### config.mk
export PLATFORM = sky130hd
export DESIGN_NAME = vga_fwd_decoder
export DESIGN_NICKNAME = d
export VERILOG_FILES = /design/src/rtl/vga_fwd_pkg.sv /design/src/rtl/vga_mem_match.sv /design/src/rtl/vga_io_match.sv /design/src/rtl/vga_en_reg.sv /design/src/rtl/vga_fwd_decoder.sv
export SDC_FILE = /design/constraint.sdc
export NUM_CORES = 1
export LEC_CHECK = 0
export ABC_AREA = 1
export BUFFER_PORTS_ARGS = -buffer_cell sky130_fd_sc_hd__buf_2
export CAP_MARGIN = 20
export CORE_AREA = 2 2 39 41
export DETAILED_ROUTE_END_ITERATION = 6
export DIE_AREA = 0 0 41 43
export MAX_ROUTING_LAYER = met4
export PLACE_DENSITY_LB_ADDON = 0.15
export SYNTH_ARGS = -nofsm -noshare
export SYNTH_HDL_FRONTEND = slang
export SYNTH_SLANG_ARGS = --single-unit
### constraint.sdc
create_clock -name clk -period 1.5 [get_ports clk]
set_input_delay 0.15 -clock clk [delete_from_list [all_inputs] [get_ports clk]]
set_output_delay 0.15 -clock clk [all_outputs]
set_load 0.02 [all_outputs]
### src/rtl/vga_fwd_pkg.sv
`timescale 1ns/1ps
package vga_fwd_pkg;

  typedef enum logic {
    SPACE_MEM = 1'b0,
    SPACE_IO  = 1'b1
  } space_e;

  typedef enum logic {
    DIR_DOWN = 1'b0,  // primary to secondary
    DIR_UP   = 1'b1   // secondary to primary
  } dir_e;

  typedef struct packed {
    logic fwd;
    logic blk;
    logic vga;
  } decision_t;

endpackage

### src/rtl/vga_mem_match.sv
`timescale 1ns/1ps
module vga_mem_match #(
  parameter int ADDR_W = 32,
  parameter int WIN_W  = 20,
  parameter logic [WIN_W-1:0] WIN_LO = 20'hA0000,
  parameter logic [WIN_W-1:0] WIN_HI = 20'hBFFFF
) (
  input  logic [ADDR_W-1:0] addr,
  output logic              hit
);

  localparam int HI_W = ADDR_W - WIN_W;

  logic             upper_zero;
  logic [WIN_W-1:0] low_part;

  generate
    if (HI_W > 0) begin : g_upper
      assign upper_zero = (addr[ADDR_W-1:WIN_W] == '0);
    end else begin : g_no_upper
      assign upper_zero = 1'b1;
    end
  endgenerate

  assign low_part = addr[WIN_W-1:0];

  always_comb begin
    hit = upper_zero && (low_part >= WIN_LO) && (low_part <= WIN_HI);
  end

endmodule

### src/rtl/vga_io_match.sv
`timescale 1ns/1ps
module vga_io_match #(
  parameter int ADDR_W  = 32,
  parameter int SPACE_W = 16,
  parameter int ALIAS_W = 10
) (
  input  logic [ADDR_W-1:0] addr,
  output logic              hit
);

  localparam int NRANGE = 2;
  localparam logic [ALIAS_W-1:0] RANGE_LO [NRANGE] = '{10'h3B0, 10'h3C0};
  localparam logic [ALIAS_W-1:0] RANGE_HI [NRANGE] = '{10'h3BB, 10'h3DF};

  logic               in_space;
  logic [ALIAS_W-1:0] port_bits;
  logic [NRANGE-1:0]  range_hit;

  generate
    if (ADDR_W > SPACE_W) begin : g_upper
      assign in_space = (addr[ADDR_W-1:SPACE_W] == '0);
    end else begin : g_no_upper
      assign in_space = 1'b1;
    end
  endgenerate

  // bits SPACE_W-1 down to ALIAS_W are deliberately left out of the compare
  assign port_bits = addr[ALIAS_W-1:0];

  genvar gi;
  generate
    for (gi = 0; gi < NRANGE; gi++) begin : g_range
      assign range_hit[gi] = (port_bits >= RANGE_LO[gi]) && (port_bits <= RANGE_HI[gi]);
    end
  endgenerate

  always_comb begin
    hit = in_space && (|range_hit);
  end

endmodule

### src/rtl/vga_en_reg.sv
`timescale 1ns/1ps
module vga_en_reg (
  input  logic clk,
  input  logic rst_n,
  input  logic warm_rst,
  input  logic we,
  input  logic wdata,
  output logic en_q
);

  logic en_d;
  logic en_ce;

  always_comb begin
    en_ce = warm_rst | we;
    en_d  = warm_rst ? 1'b0 : wdata;
  end

  always_ff @(posedge clk or negedge rst_n) begin
    if (!rst_n) begin
      en_q <= 1'b0;
    end else if (en_ce) begin
      en_q <= en_d;
    end
  end

endmodule

### src/rtl/vga_fwd_decoder.sv
`timescale 1ns/1ps
module vga_fwd_decoder
  import vga_fwd_pkg::*;
#(
  parameter int ADDR_W = 32
) (
  input  logic              clk,
  input  logic              rst_n,
  input  logic              warm_rst,
  input  logic              cfg_we,
  input  logic              cfg_wdata,
  output logic              cfg_en,
  input  logic              req_valid,
  input  logic [ADDR_W-1:0] req_addr,
  input  logic              req_is_io,
  input  logic              req_dir,
  input  logic              win_fwd,
  output logic              dec_valid,
  output logic              dec_forward,
  output logic              dec_block,
  output logic              dec_vga
);

  space_e    space;
  dir_e      dir;
  logic      mem_hit;
  logic      io_hit;
  logic      win_hit;
  decision_t dec_d;
  decision_t dec_q;
  logic      valid_q;

  assign space = space_e'(req_is_io);
  assign dir   = dir_e'(req_dir);

  vga_en_reg u_en (
    .clk      (clk),
    .rst_n    (rst_n),
    .warm_rst (warm_rst),
    .we       (cfg_we),
    .wdata    (cfg_wdata),
    .en_q     (cfg_en)
  );

  vga_mem_match #(.ADDR_W(ADDR_W)) u_mem (
    .addr (req_addr),
    .hit  (mem_hit)
  );

  vga_io_match #(.ADDR_W(ADDR_W)) u_io (
    .addr (req_addr),
    .hit  (io_hit)
  );

  // next-state decision
  always_comb begin
    win_hit = (space == SPACE_IO) ? io_hit : mem_hit;
    dec_d   = '0;
    if (req_valid) begin
      if (cfg_en && win_hit) begin
        dec_d.vga = 1'b1;
        dec_d.fwd = (dir == DIR_DOWN);
        dec_d.blk = (dir == DIR_UP);
      end else begin
        dec_d.fwd = win_fwd;
      end
    end
  end

  // decision register, always loaded
  always_ff @(posedge clk or negedge rst_n) begin
    if (!rst_n) begin
      dec_q   <= '0;
      valid_q <= 1'b0;
    end else begin
      dec_q   <= dec_d;
      valid_q <= req_valid;
    end
  end

  assign dec_valid   = valid_q;
  assign dec_forward = dec_q.fwd;
  assign dec_block   = dec_q.blk;
  assign dec_vga     = dec_q.vga;

endmodule

Word level (Yosys, flattened, before mapping)
Index checks and enable logic that the tools add are counted.
- register bits: 5
- input bits: 41
- output and inout port bits: 5
- word-level logic and storage cells: 27
- reduce and logical (&&, ||, !) cells: 9
- multiplexer cells: 5
- bitwise gates (word level): 2
- $lt $le $gt $ge: 6
- operators with widths (operator ; count):
    10-bit >= comparator, second input constant ; 2
    20-bit >= comparator, second input constant ; 1
    10-bit <= comparator, second input constant ; 2
    20-bit <= comparator, second input constant ; 1
    16-bit zero test ; 1
    12-bit zero test ; 1
    1-bit logical AND ; 6
    1-bit two-way mux ; 3
    3-bit two-way mux ; 1
    2-bit two-way mux ; 1
    2-bit OR reduction ; 1
    1-bit inverter ; 1
    1-bit OR ; 1

Logic depth before layout (Yosys ltp)
Gate-level depths: netlist of run 1.
- depth in word-level cells: 8
- depth in mapped cells: 9
- mapped depth without buffers: 9

Modules after synthesis
Synthesis of run 1 repeated with hierarchy kept, for this count alone.
- cells, all modules: 78
- area, all modules: 429.2 µm²
- by module, submodules not included (module ; seq. area each (µm²) ; instances ; area each (µm²) ; cells an instance):
    vga_fwd_decoder ; 100.1 ; 1 ; 178.9 ; 18
    vga_io_match ; 0.0 ; 1 ; 107.6 ; 28
    vga_mem_match ; 0.0 ; 1 ; 97.6 ; 26
    vga_en_reg ; 25.0 ; 1 ; 45.0 ; 6

Worst setup path after synthesis of run 1
No wires, ideal clock.
- path kind: register to register
- start point: register u_en.en_q
- end point: register dec_q, in the netlist dec_forward
- library setup time: 118 ps
- arrival: 1024 ps
- required time: 1382 ps
- clock period less this slack: 1142 ps
- setup slack: 358 ps
- cell stages (with the launch flop): 10
- path buffers: 0
- cell sequence: dfrtp_1 > inv_1 > nor2_1 > nand2_1 > nor2_1 > nand2_1 > nor2_2 > nand2_2 > nand2_1 > nand2_1
- RTL lines (element ; RTL line ; source):
    start, declared ; vga_en_reg.sv:8 ; output logic en_q
    start signal, assigned ; vga_en_reg.sv:23 ; en_q <= en_d;
    end signal, assigned ; vga_fwd_decoder.sv:73 ; dec_q <= '0;
    end signal, assigned ; vga_fwd_decoder.sv:76 ; dec_q <= dec_d;
    end, declared ; vga_fwd_decoder.sv:30 ; decision_t dec_q;

==> results.sh, run 1 <==
export IMPL_syn_area_um2=319.1
export IMPL_min_period_ns=1.101
export IMPL_grt_max_degree=6
export IMPL_slew_violations=0
export IMPL_setup_slack_ns=0.3988
export IMPL_h_tree_depth=1
export IMPL_clock_sinks=5
export IMPL_whs_ns=0.05934
export IMPL_leakage_nw=0.3507
export IMPL_grt_first_pass_wirelength_mm=1.200
export IMPL_cp_data_arrival_time_ns=1.23
export IMPL_worstSetupEndpointType="flop"
export IMPL_hold_class="in2reg"
export IMPL_ant_nets=0
export IMPL_switching_share=0.2478
export IMPL_diodes=0
export IMPL_pwr_share_clk=0.414
export IMPL_yosys_warnings=0
export IMPL_area_growth_pct=75.69
export IMPL_synth_top_area_share=0.3922
export IMPL_cts_setup_buffers=0
export IMPL_dr_pass1_iters=1
export IMPL_cts_buffer_depth=2
export IMPL_finClkSkew_ns=0.001901
export IMPL_synth_edf_count=0
export IMPL_yosysSeqAreaShare=0.3922
export IMPL_power_mw=0.3786
export IMPL_rows=14
export IMPL_drive_gt1_frac=0.4835
export IMPL_yosysUniqueCellTypes=13
export IMPL_rsz0062_at_grt="false"
export IMPL_grt_pass1_vias=360
export IMPL_clock_latency_ns=0.24
export IMPL_core_area_mm2=0.001384
export IMPL_status="complete, no violations"
export IMPL_start_kind="flop"
export IMPL_yosysMostFrequentCell="nor2_1"
export IMPL_cp_required_ns=1.63
export IMPL_clkTransAtPathRegs_ns=0.04
export IMPL_synth_top_area_cell="dfrtp_1"
export IMPL_root_buffer="clkbuf_4"
export IMPL_syn_inst=49
export IMPL_fmax_mhz=908.1
export IMPL_nets=133
export IMPL_ys_async_sr_fraction=1.000
export IMPL_finalSetupTns_ns=0
export IMPL_fp_dieW_um=41
export IMPL_power_frac_comb=0.211
export IMPL_drt_iter0_markers=0
export IMPL_remaining_drc_errors=0
export IMPL_synth_fp_nets=90
export IMPL_p_seq_frac=0.374
export IMPL_peakVddDrop_mv=0.1746
export IMPL_hold_viol_final=0
export IMPL_synthTopCellsByCount="nor2_1, nand2_1, inv_1"
export IMPL_cap_violations=0
export IMPL_drt_wirelength_per_cell_um=6.738
export IMPL_dr_total_vias=417
export IMPL_final_util=0.4051
export IMPL_switchingPower_mw=0.09381
export IMPL_path_class="reg2reg"
export IMPL_detail_route_vias_per_cell=3.897
export IMPL_io_buffer_count=37
export IMPL_initial_core_util=0.2306
export IMPL_finalWeightedCongestion=0.6039
export IMPL_grt_overflow_total=0
export IMPL_cts_tree="done"
export IMPL_worstMarginPinSlew_ns=0.1741
export IMPL_power_per_cell_area_mw_per_mm2=675.4
export IMPL_die_area_mm2=0.001763
export IMPL_avgSynthCellArea_um2=6.511
export IMPL_crit_fanout=3
export IMPL_synth_ff_latch_count=5
export IMPL_dp_hpwl_um=644.8
export IMPL_ioPinCount=46
export IMPL_pre_cts_slack_ns=0.4115
export IMPL_track_usage=0.1068
export IMPL_p_int_mw=0.2848
export IMPL_wirelength_um=721
export IMPL_synth_area_leaders="dfrtp_1, nor2_1, nand2_1, inv_1, nand2_2"
export IMPL_finalCritPeriodShare=0.7341
export IMPL_cts_made_buffers=3
export IMPL_dieHeight_um=43
export IMPL_setup_violations=0
export IMPL_ys_flop_type="dfrtp_1"
export IMPL_antenna_found_initial=0
export IMPL_max_slew_margin=0.8832
[layout make-up]
| class | instances | area [um^2] |
|---|---|---|
| clock buffer | 4 | 26.28 |
| multi-input combinational | 34 | 156.4 |
| fill | 158 | 823.3 |
| timing repair buffer | 38 | 195.2 |
| sequential | 5 | 125.1 |
| inverter | 10 | 37.54 |
| tap | 16 | 20.02 |
[power groups by stage]
stage | sequential [mW] | combinational [mW] | clock (mW)
final | 0.142 | 0.0800 | 0.157
after global placement | 0.144 | 0.0781 | 0
after detailed placement | 0.144 | 0.0798 | 0
after global routing | 0.142 | 0.0922 | 0.170
after CTS | 0.142 | 0.0818 | 0.165
after floorplan | 0.150 | 0.0220 | 0
[cell families (layout without fill, tap and decap cells)]
family | Yosys count | in the layout | share of synthesized area
compound gates | 2 | 2 | 0.04316
flops | 5 | 5 | 0.3922
simple gates | 32 | 32 | 0.4471
buf+inv | 10 | 52 | 0.1177
[worst paths after layout]
| check | start | to | slack (ns) | depth (start not counted) |
|---|---|---|---|---|
| worst max-delay path | u_en.en_q | dec_forward | 0.40 | 9 |
| max in group asynchronous | rst_n | dec_vga | 1.13 | 2 |
| worst max register to register | u_en.en_q | dec_forward | 0.40 | 9 |
| worst min register to register | u_en.en_q | u_en.en_q | 0.58 | 2 |
| min in group asynchronous | rst_n | u_en.en_q | 0.24 | 2 |
| worst min-delay path | warm_rst | u_en.en_q | 0.06 | 2 |
[worst max-delay path, stage by stage, from the launching register on]
cell     delay, ns
dfrtp_1       0.36
inv_1         0.05
nor2_1        0.07
nand2_1       0.05
nor2_1        0.08
nand2_1       0.07
nor2_2        0.12
nand2_2       0.09
nand2_1       0.06
nand2_1       0.05
[per-layer routing]
layer | track usage | routed length [um] | vias to the layer above | share of wire
met3 | 0.01571 | 82 | 4 | 0.11
met1 | 0.09585 | 280 | 159 | 0.39
met4 | 0.1200 | 37 | 0 | 0.051
li1 | - | - | 232 | -
met5 | - | 0 | - | 0
met2 | 0.1656 | 321 | 22 | 0.45
[sequential cells by signal, indices dropped and copies added (netlist names)]
name,count
dec_forward,1
dec_vga,1
dec_block,1
u_en.en_q,1
dec_valid,1
[stage by stage]
step	cells	instance area [um^2]
floorplan	49	319.1
global route	107	560.5
global placement	102	524.3
CTS	107	560.5
finish	107	560.5
detailed placement	102	524.3
[repair_timing]
action | in CTS | in global routing
hold buffers | 1 | 0
endpoints found under the hold margin | 5 | 0
resized for setup | 0 | 0
[placed cells by master, fill, tap and decap left out, types with 2 or more instances in the layout]
cell type | netlist | layout
nand3_1 | 2 | 2
nand2_2 | 2 | 2
buf_2 | 0 | 37
clkbuf_4 | 0 | 3
nor2_1 | 12 | 12
dfrtp_1 | 5 | 5
nand2_1 | 11 | 11
inv_1 | 10 | 10
Power figures use the tool's default switching activity.
==> run 2: changes to the inputs <==
==> constraint.sdc (replaced) <==
create_clock -name clk -period 1.1 [get_ports clk]
set_input_delay 0.11 -clock clk [delete_from_list [all_inputs] [get_ports clk]]
set_output_delay 0.11 -clock clk [all_outputs]
set_load 0.02 [all_outputs]
==> run 2 against run 1 <==
Clock power is 31% higher; cell area is 1.1% higher; total power is 35% higher; utilization is 0.45 points higher; critical path depth stayed put; sequential power is 37% higher; combinational power is 39% higher.
==> results.sh, run 2 (same netlist as run 1, synthesis figures left out) <==
export IMPL_status="complete, no violations"
export IMPL_cp_data_arrival_time_ns=1.22
export IMPL_final_common_cell="buf_2"
export IMPL_leakage_nw=0.3482
export IMPL_grt_max_degree=6
export IMPL_io_buffer_count=37
export IMPL_setup_slack_ns=0.008887
export IMPL_h_tree_depth=1
export IMPL_cts_tree="done"
export IMPL_drt_wirelength_per_cell_um=6.523
export IMPL_clock_latency_ns=0.24
export IMPL_worstSetupEndpointType="flop"
export IMPL_grt_pass1_vias=354
export IMPL_path_class="reg2reg"
export IMPL_slew_violations=0
export IMPL_ioPinCount=46
export IMPL_ant_nets=0
export IMPL_stdcell_area_um2=566.8
export IMPL_finalCritPeriodShare=0.9919
export IMPL_wl_met2_um=351
export IMPL_area_growth_pct=77.65
export IMPL_worstMarginPinSlew_ns=0.1972
export IMPL_finClkSkew_ns=0.001981
export IMPL_crit_fanout=3
export IMPL_rows=14
export IMPL_dieHeight_um=43
export IMPL_die_area_mm2=0.001763
export IMPL_power_per_cell_area_mw_per_mm2=901.4
export IMPL_top_layer="met4"
export IMPL_detail_route_vias_per_cell=3.944
export IMPL_whs_ns=0.03103
export IMPL_remaining_drc_errors=0
export IMPL_p_seq_frac=0.380
export IMPL_clock_sinks=5
export IMPL_grt_overflow_total=0
export IMPL_dr_wl_met3_um=74
export IMPL_diodes=0
export IMPL_switchingPower_mw=0.1218
export IMPL_drive_gt1_frac=0.5275
export IMPL_postPlaceCellArea_um2=525.5
export IMPL_wl_met1_um=261
export IMPL_hold_viol_final=0
export IMPL_pre_cts_slack_ns=0.01766
export IMPL_most_common_layout_cells="buf_2, nor2_1, nand2_1"
export IMPL_grt_first_pass_wirelength_mm=1.242
export IMPL_power_frac_comb=0.218
export IMPL_fmax_mhz=916.5
export IMPL_cp_required_ns=1.22
export IMPL_core_area_mm2=0.001384
export IMPL_dr_pass1_iters=2
export IMPL_initial_core_util=0.2306
export IMPL_fp_dieW_um=41
export IMPL_switching_share=0.2384
export IMPL_track_usage=0.1049
export IMPL_drt_iter0_markers=7
export IMPL_hold_class="in2reg"
export IMPL_min_period_ns=1.091
export IMPL_start_kind="flop"
export IMPL_r2r_start="u_en.en_q"
export IMPL_p_int_mw=0.3891
export IMPL_cap_violations=0
export IMPL_setup_violations=0
export IMPL_startpoint="u_en.en_q"
export IMPL_clkTransAtPathRegs_ns=0.04
export IMPL_cts_buffer_depth=2
export IMPL_nets=133
export IMPL_min_from="warm_rst"
export IMPL_rsz0062_at_grt="true"
export IMPL_peakVddDrop_mv=0.2399
export IMPL_finalWeightedCongestion=0.6061
export IMPL_pwr_share_clk=0.403
export IMPL_final_util=0.4096
export IMPL_root_buffer="clkbuf_4"
export IMPL_dr_total_vias=422
export IMPL_max_slew_margin=0.8677
export IMPL_dp_hpwl_um=622.8
export IMPL_antenna_found_initial=0
export IMPL_wirelength_um=698
export IMPL_cts_made_buffers=3
run 2: final cells by class:
class                   count  area [um^2]
fillers                   145        817.0
repair buffers             38        195.2
multi-input cells          34        161.4
flip-flops and latches      5        126.4
inverters                  10        37.54
clock buffers               4        26.28
well taps                  16        20.02
run 2: power by group through the flow:
stage	registers, mW	clock network [mW]	logic, mW
3_5_place_dp	0.196	0	0.108
3_3_place_gp	0.196	0	0.106
2_1_floorplan	0.205	0	0.0300
5_1_grt	0.195	0.229	0.128
6_report	0.194	0.206	0.111
4_1_cts	0.194	0.215	0.112
run 2: layer usage:
layer,GRT usage,vias to the layer above
li1,-,231
met1,0.1222,170
met2,0.1531,19
met3,0.01571,2
met4,0.08000,0
met5,-,-
run 2: repair_timing:
action | in CTS | in global routing
endpoints found under the hold margin | 5 | 0
gates resized for setup | 1 | 2
endpoints found under the setup margin | 1 | 3
hold buffers | 1 | 0
buffers inserted | 0 | 0
pin swaps | 0 | 2
run 2: worst max-delay path, cell delays in order, from the launching register on:
cell     delay (ns)
dfrtp_2        0.37
inv_2          0.04
nor2_2         0.06
nand2_1        0.05
nor2_1         0.08
nand2_1        0.07
nor2_2         0.13
nand2_2        0.08
nand2_2        0.05
nand2_1        0.05
run 2: worst paths after layout:
check | to | slack, ns | cells past startpoint
worst max-delay path | dec_forward | 0.009 | 9
worst min-delay path | u_en.en_q | 0.03 | 2
worst max register to register | dec_forward | 0.009 | 9
worst min register to register | u_en.en_q | 0.60 | 2
max in group asynchronous | u_en.en_q | 0.75 | 2
min in group asynchronous | dec_forward | 0.21 | 2
run 2: per-stage QoR:
stage	total power, mW	std cells	setup TNS [ns]
after floorplan	0.2347	49	0
after global placement	0.3026	102	0
after detailed placement	0.3044	102	0
after CTS	0.5211	107	0
after global routing	0.5518	107	-0.2103
final	0.5109	107	0
==> run 3: changes to the inputs <==
--- a/config.mk
+++ b/config.mk
@@ -12,7 +12,7 @@
 export DETAILED_ROUTE_END_ITERATION = 6
 export DIE_AREA = 0 0 41 43
 export MAX_ROUTING_LAYER = met4
-export PLACE_DENSITY_LB_ADDON = 0.15
+export PLACE_DENSITY = 0.65
 export SYNTH_ARGS = -nofsm -noshare
 export SYNTH_HDL_FRONTEND = slang
 export SYNTH_SLANG_ARGS = --single-unit
==> run 3 against run 2 <==
The run now ends with setup timing left; clock power hardly changed; setup slack lost 0.024 ns; first-iteration DRC count down 43%; largest power group unchanged; critical endpoint is now cfg_en; clock-buffer cell count unchanged; maximum frequency fell by 2.1%; routed wire length increased by 3.7%; total power is 1.8% higher.
==> results.sh, run 3 (same netlist as run 1, synthesis figures left out) <==
export IMPL_status="finished, violations left"
export IMPL_violations="setup timing"
export IMPL_io_buffer_count=37
export IMPL_fmax_mhz=896.8
export IMPL_drive_gt1_frac=0.5269
export IMPL_setup_violations=1
export IMPL_most_common_layout_cells="buf_2, nor2_1, nand2_1"
export IMPL_drt_wirelength_per_cell_um=6.642
export IMPL_rows=14
export IMPL_stdcell_count=109
export IMPL_area_growth_pct=83.53
export IMPL_placed_cells=103
export IMPL_dr_total_vias=432
export IMPL_nets=135
export IMPL_dr_pass1_iters=4
export IMPL_initial_core_util=0.2306
export IMPL_finalSetupTns_ns=-0.01504
export IMPL_finalWeightedCongestion=0.6512
export IMPL_max_slew_margin=0.8567
export IMPL_cp_data_arrival_time_ns=1.01
export IMPL_wirelength_um=724
export IMPL_cts_made_buffers=3
export IMPL_cts_buffer_depth=2
export IMPL_fp_dieW_um=41
export IMPL_crit_fanout=2
export IMPL_grt_first_pass_wirelength_mm=1.131
export IMPL_ioPinCount=46
export IMPL_clkTransAtPathRegs_ns=0.04
export IMPL_power_mw=0.5202
export IMPL_root_buffer="clkbuf_4"
export IMPL_hold_viol_final=0
export IMPL_worstSetupEndpointType="output pin"
export IMPL_min_period_ns=1.115
export IMPL_grt_pass1_vias=345
export IMPL_remaining_drc_errors=0
export IMPL_diodes=0
export IMPL_worstMarginPinSlew_ns=0.2137
export IMPL_power_per_cell_area_mw_per_mm2=888.3
export IMPL_core_area_mm2=0.001384
export IMPL_start_kind="flop"
export IMPL_clock_latency_ns=0.23
export IMPL_h_tree_depth=1
export IMPL_slew_violations=0
export IMPL_antenna_found_initial=0
export IMPL_drt_iter0_markers=4
export IMPL_finalCritPeriodShare=1.014
export IMPL_die_area_mm2=0.001763
export IMPL_path_class="reg2out"
export IMPL_track_usage=0.09814
export IMPL_rsz0062_at_grt="true"
export IMPL_pre_cts_slack_ns=0.02199
export IMPL_finClkSkew_ns=0.0002185
export IMPL_hold_class="in2reg"
export IMPL_clock_sinks=5
export IMPL_final_common_cell="buf_2"
export IMPL_peakVddDrop_mv=0.2943
export IMPL_dp_hpwl_um=676.2
export IMPL_leakage_nw=0.3590
export IMPL_cts_tree="done"
export IMPL_ant_nets=0
export IMPL_final_util=0.4231
export IMPL_dieHeight_um=43
export IMPL_grt_overflow_total=0
export IMPL_grt_max_degree=6
export IMPL_setup_slack_ns=-0.01504
export IMPL_cp_required_ns=0.99
export IMPL_cap_violations=0
export IMPL_detail_route_vias_per_cell=3.963
-- run 3: cell type report --
cell class / count / area, um^2
repair buffers: 40 / 216.5
well taps: 16 / 20.02
fillers: 145 / 798.3
clock buffers: 4 / 26.28
inverters: 10 / 37.54
flip-flops and latches: 5 / 126.4
multi-input cells: 34 / 158.9
-- run 3: per-layer routing --
| metal | track usage | part of all wire | wire (um) |
|---|---|---|---|
| met2 | 0.1500 | 0.46 | 336 |
| met4 | 0.1000 | 0 | 0 |
| met1 | 0.1042 | 0.37 | 270 |
| met5 | - | 0 | 0 |
| met3 | 0 | 0.16 | 116 |
-- run 3: timing repair --
item | CTS | global route
buffers inserted | 0 | 1
hold buffers | 1 | 0
resized for setup | 0 | 4
setup endpoints to repair | 0 | 3
hold endpoints to repair | 5 | 0
-- run 3: through the flow --
stage	cell area, um^2	hold slack (ns)
after floorplan	320.3	-0.1856
after global placement	533.0	-0.07729
after detailed placement	533.0	-0.07425
after CTS	569.3	0.01543
after global routing	585.6	0.02380
final	585.6	0.02281
-- run 3: worst paths after layout --
kind                            from         to  slack [ns]  cells after the start
min                        req_valid  dec_valid        0.02                      1
max in group asynchronous      rst_n  u_en.en_q        0.75                      2
max reg2reg                u_en.en_q  dec_block        0.03                      8
max                        u_en.en_q     cfg_en       -0.02                      3
min in group asynchronous      rst_n    dec_vga        0.21                      2
min reg2reg                u_en.en_q    dec_vga        0.82                      8
-- run 3: power by group --
| group | total (mW) | internal, mW | switching [mW] |
|---|---|---|---|
| sequential | 0.194 | 0.191 | 0.00232 |
| combinational | 0.122 | 0.0695 | 0.0526 |
| clock | 0.205 | 0.137 | 0.0679 |
| total | 0.520 | 0.397 | 0.123 |
-- run 3: critical path, cell delays in order (launching register included) --
cell and delay (ns):
dfrtp_2 0.40, buf_4 0.13, buf_4 0.13, buf_6 0.12
